### src/rtl/pmc_pkg.sv
package pmc_pkg;
   localparam int SEL_W    = 8;
   localparam int MASK_W   = 8;
   localparam int CTL_W    = 32;
   localparam int SEL_LSB  = 0;
   localparam int MASK_LSB = 8;
   localparam int DUR_BIT  = 16;
   localparam int EN_BIT   = 20;
   localparam int OVF_BIT  = 31;

   typedef enum logic {
      CNT_EVENTS = 1'b0,
      CNT_CYCLES = 1'b1
   } pmc_mode_e;

   typedef struct packed {
      logic              ovf;
      logic              en;
      pmc_mode_e         mode;
      logic [MASK_W-1:0] mask;
      logic [SEL_W-1:0]  sel;
   } pmc_ctl_t;

   function automatic logic [CTL_W-1:0] ctl_pack(input pmc_ctl_t c);
      logic [CTL_W-1:0] w;
      w = '0;
      w[SEL_LSB +: SEL_W]   = c.sel;
      w[MASK_LSB +: MASK_W] = c.mask;
      w[DUR_BIT]            = (c.mode == CNT_CYCLES);
      w[EN_BIT]             = c.en;
      w[OVF_BIT]            = c.ovf;
      return w;
   endfunction
endpackage

### src/rtl/pmc_evt_qual.sv
module pmc_evt_qual
   import pmc_pkg::*;
#(
   parameter int NUM_SRC   = 8,
   parameter bit MULTI_HIT = 1'b1,
   parameter int INC_W     = 4,
   localparam int LINE_W   = NUM_SRC * MASK_W
) (
   input  logic [LINE_W-1:0] ev_lines,
   input  logic [SEL_W-1:0]  sel,
   input  logic [MASK_W-1:0] mask,
   input  pmc_mode_e         mode,
   output logic [INC_W-1:0]  inc
);
   logic [MASK_W-1:0] src_lines;
   logic [MASK_W-1:0] hits;
   logic [INC_W-1:0]  tally;

   always_comb begin
      src_lines = '0;
      for (int s = 0; s < NUM_SRC; s++) begin
         if (sel == SEL_W'(s)) src_lines = ev_lines[s*MASK_W +: MASK_W];
      end
   end

   assign hits = src_lines & mask;

   generate
      if (MULTI_HIT) begin : g_sum
         always_comb begin
            tally = '0;
            for (int j = 0; j < MASK_W; j++) tally = tally + INC_W'(hits[j]);
         end
      end else begin : g_any
         assign tally = INC_W'(|hits);
      end
   endgenerate

   assign inc = (mode == CNT_CYCLES) ? INC_W'(|hits) : tally;
endmodule

### src/rtl/pmc_counter.sv
module pmc_counter
   import pmc_pkg::*;
#(
   parameter int CNT_W  = 40,
   parameter int INC_W  = 4,
   parameter int WR_W   = 40,
   localparam int SUM_W = CNT_W + 1
) (
   input  logic             clk,
   input  logic             rst_n,
   input  logic             ctl_we,
   input  logic             cnt_we,
   input  logic [WR_W-1:0]  wdata,
   input  logic [INC_W-1:0] inc,
   output pmc_ctl_t         ctl_o,
   output logic [CNT_W-1:0] cnt_o
);
   pmc_ctl_t         ctl_q;
   pmc_ctl_t         ctl_d;
   logic [CNT_W-1:0] cnt_q;
   logic [SUM_W-1:0] sum;
   logic             advance;
   logic             unused_ctl_bits;

   always_comb begin
      ctl_d.sel  = wdata[SEL_LSB +: SEL_W];
      ctl_d.mask = wdata[MASK_LSB +: MASK_W];
      ctl_d.mode = wdata[DUR_BIT] ? CNT_CYCLES : CNT_EVENTS;
      ctl_d.en   = wdata[EN_BIT];
      ctl_d.ovf  = wdata[OVF_BIT];
   end
   assign unused_ctl_bits = ^wdata[CTL_W-1:0];

   assign sum     = {1'b0, cnt_q} + SUM_W'(inc);
   assign advance = ctl_q.en && !cnt_we;

   always_ff @(posedge clk or negedge rst_n) begin
      if (!rst_n) begin
         ctl_q <= '0;
         cnt_q <= '0;
      end else begin
         if (cnt_we)       cnt_q <= wdata[CNT_W-1:0];
         else if (advance) cnt_q <= sum[CNT_W-1:0];

         if (ctl_we)                     ctl_q     <= ctl_d;
         else if (advance && sum[CNT_W]) ctl_q.ovf <= 1'b1;
      end
   end

   assign ctl_o = ctl_q;
   assign cnt_o = cnt_q;
endmodule

### src/rtl/pmc_access.sv
module pmc_access
   import pmc_pkg::*;
#(
   parameter int NUM_CTR = 2,
   parameter int CNT_W   = 40,
   parameter int DATA_W  = 64,
   parameter int PRIV_W  = 2,
   parameter int ADDR_W  = 2,
   parameter int RSEL_W  = 1
) (
   input  logic                     acc_en,
   input  logic                     acc_wr,
   input  logic [ADDR_W-1:0]        acc_addr,
   input  logic [PRIV_W-1:0]        acc_priv,
   input  logic [NUM_CTR*CTL_W-1:0] ctl_words,
   input  logic [NUM_CTR*CNT_W-1:0] cnt_flat,
   input  logic [RSEL_W-1:0]        rd_sel,
   output logic [NUM_CTR-1:0]       ctl_we,
   output logic [NUM_CTR-1:0]       cnt_we,
   output logic [DATA_W-1:0]        acc_rdata,
   output logic                     acc_fault,
   output logic [CNT_W-1:0]         rd_data
);
   logic granted;

   assign granted   = acc_en && (acc_priv == '0);
   assign acc_fault = acc_en && !granted;

   always_comb begin
      ctl_we    = '0;
      cnt_we    = '0;
      acc_rdata = '0;
      for (int k = 0; k < NUM_CTR; k++) begin
         if (granted && acc_addr == ADDR_W'(k)) begin
            ctl_we[k] = acc_wr;
            acc_rdata = DATA_W'(ctl_words[k*CTL_W +: CTL_W]);
         end
         if (granted && acc_addr == ADDR_W'(NUM_CTR + k)) begin
            cnt_we[k] = acc_wr;
            acc_rdata = DATA_W'(cnt_flat[k*CNT_W +: CNT_W]);
         end
      end
   end

   always_comb begin
      rd_data = '0;
      for (int k = 0; k < NUM_CTR; k++) begin
         if (rd_sel == RSEL_W'(k)) rd_data = cnt_flat[k*CNT_W +: CNT_W];
      end
   end
endmodule

### src/rtl/evq_perf_counters.sv
module evq_perf_counters
   import pmc_pkg::*;
#(
   parameter int NUM_CTR   = 2,
   parameter int NUM_SRC   = 8,
   parameter int CNT_W     = 40,
   parameter int DATA_W    = 64,
   parameter int PRIV_W    = 2,
   parameter bit MULTI_HIT = 1'b1,
   localparam int LINE_W   = NUM_SRC * MASK_W,
   localparam int ADDR_W   = $clog2(2 * NUM_CTR),
   localparam int RSEL_W   = (NUM_CTR > 1) ? $clog2(NUM_CTR) : 1,
   localparam int INC_W    = $clog2(MASK_W + 1),
   localparam int WR_W     = (CNT_W > CTL_W) ? CNT_W : CTL_W
) (
   input  logic              clk,
   input  logic              rst_n,
   input  logic [LINE_W-1:0] ev_lines,
   input  logic              acc_en,
   input  logic              acc_wr,
   input  logic [ADDR_W-1:0] acc_addr,
   input  logic [PRIV_W-1:0] acc_priv,
   input  logic [DATA_W-1:0] acc_wdata,
   output logic [DATA_W-1:0] acc_rdata,
   output logic              acc_fault,
   input  logic [RSEL_W-1:0] rd_sel,
   output logic [CNT_W-1:0]  rd_data
);
   generate
      if (NUM_CTR < 1)                   begin : g_bad_ctr  $error("NUM_CTR must be at least 1");        end
      if (NUM_SRC < 1 || NUM_SRC > 256)  begin : g_bad_src  $error("NUM_SRC must lie in 1..256");        end
      if (CNT_W < 2)                     begin : g_bad_cnt  $error("CNT_W must be at least 2");          end
      if (DATA_W < WR_W)                 begin : g_bad_data $error("DATA_W narrower than a register");   end
      if (PRIV_W < 1)                    begin : g_bad_priv $error("PRIV_W must be at least 1");         end
   endgenerate

   logic [NUM_CTR*CTL_W-1:0] ctl_words;
   logic [NUM_CTR*CNT_W-1:0] cnt_flat;
   logic [NUM_CTR-1:0]       ctl_we;
   logic [NUM_CTR-1:0]       cnt_we;
   logic [NUM_CTR-1:0]       en_vec;
   logic [NUM_CTR-1:0]       dur_vec;
   logic [NUM_CTR-1:0]       ovf_vec;

   generate
      if (DATA_W > WR_W) begin : g_wide_bus
         logic unused_hi_bits;
         assign unused_hi_bits = ^acc_wdata[DATA_W-1:WR_W];
      end
   endgenerate

   genvar k;
   generate
      for (k = 0; k < NUM_CTR; k++) begin : g_ctr
         pmc_ctl_t         ctl_k;
         logic [INC_W-1:0] inc_k;
         logic [CNT_W-1:0] cnt_k;

         pmc_evt_qual #(
            .NUM_SRC  (NUM_SRC),
            .MULTI_HIT(MULTI_HIT),
            .INC_W    (INC_W)
         ) u_qual (
            .ev_lines(ev_lines),
            .sel     (ctl_k.sel),
            .mask    (ctl_k.mask),
            .mode    (ctl_k.mode),
            .inc     (inc_k)
         );

         pmc_counter #(
            .CNT_W(CNT_W),
            .INC_W(INC_W),
            .WR_W (WR_W)
         ) u_ctr (
            .clk   (clk),
            .rst_n (rst_n),
            .ctl_we(ctl_we[k]),
            .cnt_we(cnt_we[k]),
            .wdata (acc_wdata[WR_W-1:0]),
            .inc   (inc_k),
            .ctl_o (ctl_k),
            .cnt_o (cnt_k)
         );

         assign ctl_words[k*CTL_W +: CTL_W] = ctl_pack(ctl_k);
         assign cnt_flat[k*CNT_W +: CNT_W]  = cnt_k;
         assign en_vec[k]  = ctl_k.en;
         assign dur_vec[k] = (ctl_k.mode == CNT_CYCLES);
         assign ovf_vec[k] = ctl_k.ovf;
      end
   endgenerate

   pmc_access #(
      .NUM_CTR(NUM_CTR),
      .CNT_W  (CNT_W),
      .DATA_W (DATA_W),
      .PRIV_W (PRIV_W),
      .ADDR_W (ADDR_W),
      .RSEL_W (RSEL_W)
   ) u_access (
      .acc_en   (acc_en),
      .acc_wr   (acc_wr),
      .acc_addr (acc_addr),
      .acc_priv (acc_priv),
      .ctl_words(ctl_words),
      .cnt_flat (cnt_flat),
      .rd_sel   (rd_sel),
      .ctl_we   (ctl_we),
      .cnt_we   (cnt_we),
      .acc_rdata(acc_rdata),
      .acc_fault(acc_fault),
      .rd_data  (rd_data)
   );
endmodule

### config.mk
export PLATFORM = sky130hd
export DESIGN_NAME = evq_perf_counters
export DESIGN_NICKNAME = d
export VERILOG_FILES = /design/src/rtl/pmc_pkg.sv /design/src/rtl/pmc_evt_qual.sv /design/src/rtl/pmc_counter.sv /design/src/rtl/pmc_access.sv /design/src/rtl/evq_perf_counters.sv
export SDC_FILE = /design/constraint.sdc
export NUM_CORES = 1
export LEC_CHECK = 0
export ABC_AREA = 1
export BUFFER_PORTS_ARGS = -buffer_cell sky130_fd_sc_hd__buf_4
export CAP_MARGIN = 30
export CORE_ASPECT_RATIO = 0.6
export CORE_MARGIN = 5
export CORE_UTILIZATION = 40
export DETAILED_ROUTE_END_ITERATION = 10
export PLACE_DENSITY_LB_ADDON = 0.1
export REMOVE_ABC_BUFFERS = 1
export SYNTH_ARGS = -nofsm -noshare
export SYNTH_HDL_FRONTEND = slang
export SYNTH_HIERARCHICAL = 1
export SYNTH_SLANG_ARGS = --single-unit
### constraint.sdc
create_clock -name clk -period 5.15 [get_ports clk]
set_input_delay 1.03 -clock clk [delete_from_list [all_inputs] [get_ports clk]]
set_output_delay 1.03 -clock clk [all_outputs]
set_load 0.05 [all_outputs]
==> results.json, run 1 <==
{
  "die_h_um": 141,
  "slew_headroom_pct": 33.5,
  "antenna_found_initial": 0,
  "routed_wl_mm": 55.3,
  "synth-edff-count": 0,
  "wire_per_inst_um": 22.5,
  "grt_pass1_vias": 12700,
  "hold_class": "reg -> reg",
  "powerDensity_nw_per_um2": 415,
  "synthSimpleGateAreaFrac_pct": 47.1,
  "path_class": "reg -> reg",
  "cp_slowest_cell": "dfrtp_1",
  "grt_pass1_wl_mm": 81.1,
  "hold_buffers": 0,
  "yosysWarningCount": 6,
  "switchingPower_mw": 3.36,
  "worstPathMaxFanout": 5,
  "tritoncts": "yes",
  "fin_setup_tns_ns": -5.90,
  "dr.pass1.iters": 6,
  "fin_crit_ns": 5.34,
  "reg2regPathDepth": 43,
  "dp_hpwl_mm": 42.4,
  "synth-compound-area-share_pct": 8.39,
  "violations": "setup timing",
  "synth-adder-area-share_pct": 3.51,
  "crit_required_ns": 5.47,
  "synth_top_family_by_area": "simple AND/OR/NAND/NOR gates",
  "io_buffers": 193,
  "p_int_mw": 3.26,
  "critPathMaxStageDelay_ns": 0.41,
  "syn-mean-instance-area_sq_um": 6.56,
  "synth-seq-cells": 118,
  "fillers": 2705,
  "clockRootBuffer": "clkbuf_16",
  "core_area_sq_um": 27800,
  "combinationalPowerShare_pct": 48.5,
  "seq_area_frac_synth_pct": 25.9,
  "dieArea_sq_um": 32100,
  "fmax_mhz": 187,
  "finalNetCount": 2236,
  "ys_top_cells_by_area": "dfrtp_1, nand2_1, nand4_1",
  "start_util_pct": 41.0,
  "maxSlewViolCount": 0,
  "power_mw": 6.62,
  "outcome": "complete, but fails checks",
  "rows": 47,
  "power.leakage_nw": 7.49,
  "syn_area_sq_um": 11400,
  "clock-sinks": 118,
  "vdd_drop_max_v": 0.000235,
  "switching_share_pct": 50.7,
  "ant_nets": 0,
  "htree_levels": 4,
  "hold_viol": 0,
  "gp_congestion": 1.01,
  "hold_depth": 2,
  "final_layout_size_suffix_gt1_share_pct": 31.0,
  "synthToLayoutAreaGrowth_pct": 39.8,
  "drt_drc_violations_left": 0,
  "ys_async_sr_fraction_pct": 100,
  "cp-end-kind": "flip-flop",
  "grt_util_all_layers_pct": 33.1,
  "dieWidth_um": 228,
  "numCtsBuffers": 17,
  "timing.final.ws_setup_ns": -0.189,
  "yosys.area_share.xor_xnor_pct": 2.76,
  "diodes": 0,
  "post-route-period-util_pct": 104,
  "clk_latency_ns": 0.44,
  "worst_path_most_repeated_cell": "buf_4",
  "rsz0062_at_grt": "yes",
  "fin_skew_ns": 0.00931,
  "finalSetupViolCount": 67,
  "via_per_inst": 5.70,
  "grt-ovfl-total": 0,
  "worst_pin_slew_ns": 0.997,
  "grt_max_degree": 98,
  "ios": 242,
  "cts_buffer_depth": 2,
  "drt_iter0_markers": 1876,
  "cap_viol_max_count": 0,
  "p_seq_share_pct": 31.8,
  "start_kind": "flip-flop",
  "yosysTopAreaCellShare_pct": 25.9,
  "syn_inst": 1739,
  "layout_commonest_cell": "nand2_1",
  "synthFlopType": "dfrtp_1",
  "crit_arrival_ns": 5.66,
  "synth_cell_type_count": 45,
  "final_cell_mix": "nand2_1, buf_4, nand4_1",
  "yosys.area.top_type": "dfrtp_1",
  "num_vias": 14000,
  "synth_mux_area_share_pct": 3.16,
  "clock_power_share_pct": 19.7,
  "clk_pin_slew_ns": 0.06
}
-- critical path: cells and delay by family (launching register included) --
kind            cells  cell delay, ns
fa+ha+maj           3            0.56
flops               1            0.41
compound gates      2            0.19
simple gates       21            2.08
buf+inv            17            1.95
-- timing repair --
item                                    CTS  global route
endpoints found under the hold margin     0             0
gates resized for setup                 127           104
pin swaps                                69            68
endpoints found under the setup margin   78            77
buffers inserted                         31            11
-- final timing paths --
check / from / end / slack (ns)
setup reg to reg: g_ctr[1].u_ctr/ctl_o[7]$_DFFE_PN0P_ / g_ctr[1].u_ctr/cnt_o[30]$_DFFE_PN0P_ / -0.19
max in group asynchronous: rst_n / g_ctr[1].u_ctr/cnt_o[23]$_DFFE_PN0P_ / 3.58
setup / recovery: g_ctr[1].u_ctr/ctl_o[7]$_DFFE_PN0P_ / g_ctr[1].u_ctr/cnt_o[30]$_DFFE_PN0P_ / -0.19
hold reg to reg: g_ctr[1].u_ctr/ctl_o[15]$_DFFE_PN0P_ / g_ctr[1].u_ctr/ctl_o[15]$_DFFE_PN0P_ / 0.52
min in group asynchronous: rst_n / g_ctr[1].u_ctr/cnt_o[38]$_DFFE_PN0P_ / 0.55
hold / removal: g_ctr[1].u_ctr/ctl_o[15]$_DFFE_PN0P_ / g_ctr[1].u_ctr/ctl_o[15]$_DFFE_PN0P_ / 0.52
-- synthesized netlist by cell type (24+ instances only) --
library cell  instances
dfrtp_1             118
nand4_1             159
a22oi_1              52
buf_4                27
buf_2                24
nand2_1             580
mux2_1               32
o21ai_1              36
clkbuf_1             42
inv_1               116
nand3_1             140
nor2_1              132
-- flip-flops by register name, summed over array words and instances, names as in the netlist --
signal / flops
g_ctr.u_ctr/cnt_o: 80
g_ctr.u_ctr/ctl_o: 38
-- power groups by stage --
stage,combinational [mW],clock [mW],sequential (mW)
finish,3.22,1.30,2.11
global route,3.43,1.35,2.15
CTS,3.02,1.31,2.04
detailed placement,2.86,0,2.04
global placement,2.83,0,2.03
floorplan,1.79,0,1.66
-- metrics by stage --
| stage | instances | cell area [sq um] | setup WS [ns] | util [%] | hold slack, ns |
|---|---|---|---|---|---|
| finish | 2453 | 16000 | -0.189 | 57.4 | 0.515 |
| global route | 2453 | 16000 | -0.404 | 57.4 | 0.546 |
| CTS | 2447 | 15400 | -0.110 | 55.5 | 0.519 |
| detailed placement | 2390 | 14100 | -0.801 | 50.9 | 0.502 |
| global placement | 2389 | 14100 | -0.769 | 50.8 | 0.499 |
| floorplan | 1686 | 11100 | -0.0228 | - | 0.457 |
-- cells by family after synthesis --
| logic type | Yosys count |
|---|---|
| AND/OR/NAND/NOR | 1137 |
| buffers and inverters | 236 |
| AO/OA/AOI/OAI | 152 |
| flip-flops | 118 |
| XOR/XNOR | 36 |
| multiplexers | 32 |
| adder cells (fa/ha/maj) | 26 |
| other | 2 |
-- final cells by class --
type / instances / area (sq um) / area share (%)
clock buffer: 22 / 494 / 3.10
clock inverter: 10 / 143 / 0.894
inverter: 135 / 522 / 3.27
multi-input combinational: 1433 / 8460 / 53.0
sequential: 118 / 2950 / 18.5
tap: 367 / 459 / 2.88
timing repair buffer: 368 / 2930 / 18.3
-- routing by layer --
layer / up-vias / GRT usage (%) / share of wire (%) / routed length [um]
met5: - / 0 / 0 / 0
met4: 0 / 5.53 / 1.3 / 698
met3: 50 / 13.4 / 14 / 7680
met2: 765 / 41.5 / 37 / 20500
met1: 6742 / 52.4 / 48 / 26400
li1: 6435 / - / - / -
Note: power is estimated with default switching activity, not from simulation.
==> run 2: changes to the inputs <==
Settings changed: RECOVER_POWER set to 50.
==> run 2 against run 1 <==
The run ends with capacitance limit, slew limit, setup timing left. Sequential share of layout area hardly changed. Clock power hardly changed. Fmax is 0.19% lower. Die area stayed put. Design area is 0.15% lower. Via count is 0.30% higher. Register-to-register slack hardly changed. Global-route usage stayed put. Sequential cell count stayed put. Clock-buffer cell count stayed put. Combinational power hardly changed. Critical endpoint unchanged. Highest routed layer unchanged.
==> results.json, run 2 (synthesized netlist as in run 1, its figures left out) <==
{
  "outcome": "complete, but fails checks",
  "violations": "capacitance limit, slew limit, setup timing",
  "rows": 47,
  "grt_pass1_wl_mm": 81.1,
  "crit_required_ns": 5.46,
  "cap_viol_max_count": 3,
  "maxSlewViolCount": 86,
  "core_area_sq_um": 27800,
  "powerDensity_nw_per_um2": 416,
  "layout_commonest_cell": "nand2_1",
  "hold_class": "reg -> reg",
  "switchingPower_mw": 3.36,
  "fin_crit_ns": 5.35,
  "ant_nets": 0,
  "hold_buffers": 0,
  "crit_arrival_ns": 5.66,
  "clockRootBuffer": "clkbuf_16",
  "io_buffers": 193,
  "numCtsBuffers": 17,
  "worstPathMaxFanout": 5,
  "p_seq_share_pct": 31.9,
  "clock-sinks": 118,
  "grt-ovfl-total": 0,
  "cp_slowest_cell": "fa_1",
  "final_cell_area_sq_um": 15900,
  "cp-end-kind": "flip-flop",
  "grt_util_all_layers_pct": 33.1,
  "wire_per_inst_um": 22.5,
  "clk_pin_slew_ns": 0.06,
  "finalNetCount": 2236,
  "dieArea_sq_um": 32100,
  "worst_pin_slew_ns": 2.31,
  "path_class": "reg -> reg",
  "fmax_mhz": 187,
  "switching_share_pct": 50.7,
  "synthToLayoutAreaGrowth_pct": 39.6,
  "largest_reg_flops": 80,
  "fin_cells": 2453,
  "dpl_cell_area_sq_um": 14100,
  "timing.hold.ws_ns": 0.515,
  "die_h_um": 141,
  "routed_wl_mm": 55.2,
  "diodes": 0,
  "drt_iter0_markers": 1817,
  "post-route-period-util_pct": 104,
  "drt_drc_violations_left": 0,
  "slew_headroom_pct": -54.0,
  "gp_congestion": 1.01,
  "htree_levels": 4,
  "start_kind": "flip-flop",
  "fin_skew_ns": 0.00813,
  "critPathMaxStageDelay_ns": 0.51,
  "cts_buffer_depth": 2,
  "power.leakage_nw": 7.48,
  "final_layout_size_suffix_gt1_share_pct": 30.9,
  "dp_cells": 2390,
  "start_util_pct": 41.0,
  "via_per_inst": 5.72,
  "p_int_mw": 3.26,
  "dieWidth_um": 228,
  "num_vias": 14000,
  "tritoncts": "yes",
  "final_cell_mix": "nand2_1, buf_4, nand4_1",
  "timing.final.ws_setup_ns": -0.200,
  "hold_viol": 0,
  "rsz0062_at_grt": "yes",
  "fillers": 2712,
  "vdd_drop_max_v": 0.000238,
  "combinationalPowerShare_pct": 48.5,
  "worst_path_most_repeated_cell": "nand2_1",
  "antenna_found_initial": 0,
  "clock_power_share_pct": 19.6,
  "grt_pass1_vias": 12700,
  "finalSetupViolCount": 67,
  "grt_max_degree": 98,
  "ios": 242,
  "dr.pass1.iters": 5,
  "dp_hpwl_mm": 42.4,
  "fin_setup_tns_ns": -6.33,
  "place_ws_ns": -0.801,
  "clk_latency_ns": 0.43
}
run 2: layout make-up:
cell class                      count  area (sq um)  area share (%)
Clock buffer                       22           494            3.10
Sequential cell                   118          2950            18.5
Clock inverter                     10           143           0.895
Multi-Input combinational cell   1433          8450            53.0
Inverter                          135           522            3.28
Timing Repair Buffer              368          2910            18.3
Tap cell                          367           459            2.88
run 2: layer usage:
metal  wire (um)  vias up  global-route usage, %
met2       20500      787                   41.5
met4         717        0                   5.53
li1            -     6440                      -
met3        7760       49                   13.4
met1       26200     6758                   52.4
met5           0        -                      0
run 2: power by group through the flow:
| stage | Clock, mW | Sequential [mW] | Combinational [mW] |
|---|---|---|---|
| floorplan | 0 | 1.66 | 1.79 |
| global placement | 0 | 2.03 | 2.83 |
| detailed placement | 0 | 2.04 | 2.86 |
| CTS | 1.31 | 2.04 | 3.02 |
| global route | 1.35 | 2.15 | 3.43 |
| finish | 1.30 | 2.11 | 3.21 |
run 2: metrics by stage:
stage                     total power [mW]  util, %
after floorplan                       3.45        -
after global placement                4.85     50.8
after detailed placement              4.90     50.9
after CTS                             6.36     55.5
after global routing                  6.93     57.3
final                                 6.62     57.3
run 2: worst paths after layout:
| path | startpoint | to | slack (ns) | cells past startpoint |
|---|---|---|---|---|
| worst max-delay path | g_ctr[1].u_ctr/ctl_o[7]$_DFFE_PN0P_ | g_ctr[1].u_ctr/cnt_o[30]$_DFFE_PN0P_ | -0.20 | 29 |
| worst min-delay path | g_ctr[1].u_ctr/ctl_o[15]$_DFFE_PN0P_ | g_ctr[1].u_ctr/ctl_o[15]$_DFFE_PN0P_ | 0.51 | 2 |
| worst max register to register | g_ctr[1].u_ctr/ctl_o[7]$_DFFE_PN0P_ | g_ctr[1].u_ctr/cnt_o[30]$_DFFE_PN0P_ | -0.20 | 29 |
| worst min register to register | g_ctr[1].u_ctr/ctl_o[15]$_DFFE_PN0P_ | g_ctr[1].u_ctr/ctl_o[15]$_DFFE_PN0P_ | 0.51 | 2 |
| max in group asynchronous | rst_n | g_ctr[1].u_ctr/ctl_o[15]$_DFFE_PN0P_ | 0.96 | 2 |
| min in group asynchronous | rst_n | g_ctr[1].u_ctr/cnt_o[29]$_DFFE_PN0P_ | 1.20 | 1 |
run 2: critical path, delay by kind of cell, from the launching register on:
| family | cells | cell delay (ns) |
|---|---|---|
| AOI/OAI and AO/OA | 3 | 0.28 |
| xor gates and xnor gates | 1 | 0.17 |
| adders and majority gates | 6 | 2.29 |
| buffers and inverters | 3 | 0.20 |
| DFF | 1 | 0.41 |
| and+or+nand+nor | 16 | 1.83 |
run 2: timing repair:
action / CTS / global route
pin swaps: 69 / 68
endpoints found under the hold margin: 0 / 0
buffers inserted: 31 / 11
resized for setup: 127 / 104
setup endpoints to repair: 78 / 77
==> run 3: changes to the inputs <==
Settings changed: SKIP_CTS_REPAIR_TIMING set to 1.
==> run 3 against run 2 <==
The flow still finishes with violations (capacitance limit, slew limit, setup timing). Critical endpoint is now g_ctr[0].u_ctr/cnt_o[31]$_DFFE_PN0P_. Non-clock buffer count fell by 19. Die area did not move. Via count decreased by 0.62%.
==> results.json, run 3 (synthesized netlist as in run 1, its figures left out) <==
{
  "htree_levels": 4,
  "fin_crit_ns": 5.46,
  "tritoncts": "yes",
  "gp_congestion": 1.01,
  "drt_drc_violations_left": 0,
  "antenna_found_initial": 0,
  "numCtsBuffers": 17,
  "wl_met1_mm": 26.2,
  "finalNetCount": 2217,
  "power.leakage_nw": 7.45,
  "fmax_mhz": 183,
  "final_cell_mix": "nand2_1, buf_4, nand4_1",
  "finalSetupViolCount": 74,
  "dr_wl_met2_mm": 20.6,
  "start_util_pct": 41.0,
  "dr_wl_met3_mm": 7.77,
  "post-route-period-util_pct": 106,
  "fin_skew_ns": 0.00860,
  "violations": "capacitance limit, slew limit, setup timing",
  "largest_reg_flops": 80,
  "vdd_drop_max_v": 0.000243,
  "slew_headroom_pct": -53.9,
  "start_kind": "flip-flop",
  "crit_required_ns": 5.47,
  "clockRootBuffer": "clkbuf_16",
  "num_vias": 13900,
  "cp-end-kind": "flip-flop",
  "hold_viol": 0,
  "clk_latency_ns": 0.44,
  "routed_wl_mm": 55.2,
  "ant_nets": 0,
  "crit_arrival_ns": 5.78,
  "fillers": 2726,
  "grt_util_all_layers_pct": 32.6,
  "drt_iter0_markers": 2017,
  "dieWidth_um": 228,
  "grt-ovfl-total": 0,
  "synthToLayoutAreaGrowth_pct": 38.7,
  "dr.pass1.iters": 8,
  "grt_max_degree": 98,
  "grt_pass1_wl_mm": 79.6,
  "timing.hold.ws_ns": 0.515,
  "core_area_sq_um": 27800,
  "maxSlewViolCount": 86,
  "worst_path_most_repeated_cell": "nand2_1",
  "ios": 242,
  "grt_pass1_vias": 12400,
  "clk_pin_slew_ns": 0.06,
  "io_buffers": 193,
  "fin_setup_tns_ns": -12.17,
  "rows": 47,
  "path_class": "reg -> reg",
  "outcome": "complete, but fails checks",
  "die_h_um": 141,
  "rsz0062_at_grt": "yes",
  "layout_commonest_cell": "nand2_1",
  "highest_layer": "met4",
  "final_layout_size_suffix_gt1_share_pct": 30.4,
  "clock-sinks": 118,
  "cp_slowest_cell": "fa_1",
  "r2r_slack_ns": -0.31,
  "via_per_inst": 5.73,
  "worstPathMaxFanout": 6,
  "critPathMaxStageDelay_ns": 0.53,
  "timing.final.ws_setup_ns": -0.311,
  "powerDensity_nw_per_um2": 416,
  "cap_viol_max_count": 3,
  "worst_pin_slew_ns": 2.31,
  "hold_class": "reg -> reg",
  "dieArea_sq_um": 32100,
  "cts_buffer_depth": 2,
  "dp_hpwl_mm": 42.4,
  "wire_per_inst_um": 22.7,
  "diodes": 0
}
-- run 3: stage by stage --
step	util (%)	total power [mW]	setup WS (ns)	instance area (sq um)	instances
2_1_floorplan	-	3.45	-0.0228	11100	1686
3_3_place_gp	50.8	4.85	-0.769	14100	2389
3_5_place_dp	50.9	4.90	-0.801	14100	2390
4_1_cts	53.1	6.21	-0.622	14800	2422
5_1_grt	56.9	6.90	-0.475	15800	2434
6_report	56.9	6.59	-0.311	15800	2434
-- run 3: layout make-up --
class	count	area [sq um]	share of cell area [%]
repair buffers	349	2780	17.6
inverters	135	519	3.28
multi-input cells	1433	8480	53.6
flip-flops and latches	118	2950	18.7
clock inverters	10	143	0.901
clock buffers	22	494	3.12
well taps	367	459	2.90
-- run 3: routing by layer --
| metal | up-vias | GRT usage, % |
|---|---|---|
| met5 | - | 0 |
| met4 | 0 | 4.77 |
| met3 | 57 | 12.7 |
| met2 | 794 | 40.2 |
| met1 | 6703 | 52.5 |
| li1 | 6393 | - |
-- run 3: power by group --
part | leakage (nW) | total [mW] | switching, mW | internal [mW]
sequential | 1.55 | 2.11 | 0.861 | 1.25
combinational | 5.59 | 3.18 | 2.03 | 1.16
clock | 0.301 | 1.30 | 0.473 | 0.826
total | 7.45 | 6.59 | 3.36 | 3.23
-- run 3: path summary, 6_finish.rpt --
kind,startpoint,to,depth (start not counted)
setup reg to reg,g_ctr[0].u_ctr/ctl_o[6]$_DFFE_PN0P_,g_ctr[0].u_ctr/cnt_o[31]$_DFFE_PN0P_,30
setup / recovery,g_ctr[0].u_ctr/ctl_o[6]$_DFFE_PN0P_,g_ctr[0].u_ctr/cnt_o[31]$_DFFE_PN0P_,30
max in group asynchronous,rst_n,g_ctr[0].u_ctr/ctl_o[15]$_DFFE_PN0P_,2
hold / removal,g_ctr[1].u_ctr/ctl_o[15]$_DFFE_PN0P_,g_ctr[1].u_ctr/ctl_o[15]$_DFFE_PN0P_,2
min in group asynchronous,rst_n,g_ctr[1].u_ctr/cnt_o[38]$_DFFE_PN0P_,1
hold reg to reg,g_ctr[1].u_ctr/ctl_o[15]$_DFFE_PN0P_,g_ctr[1].u_ctr/ctl_o[15]$_DFFE_PN0P_,2
-- run 3: worst max-delay path: cells and delay by family (launching register included) --
family                   cells  cell delay, ns
adder cells (fa/ha/maj)      6            2.23
AND/OR/NAND/NOR             16            1.90
flip-flops                   1            0.41
AO/OA/AOI/OAI                3            0.40
buffers and inverters        4            0.25
XOR/XNOR                     1            0.17
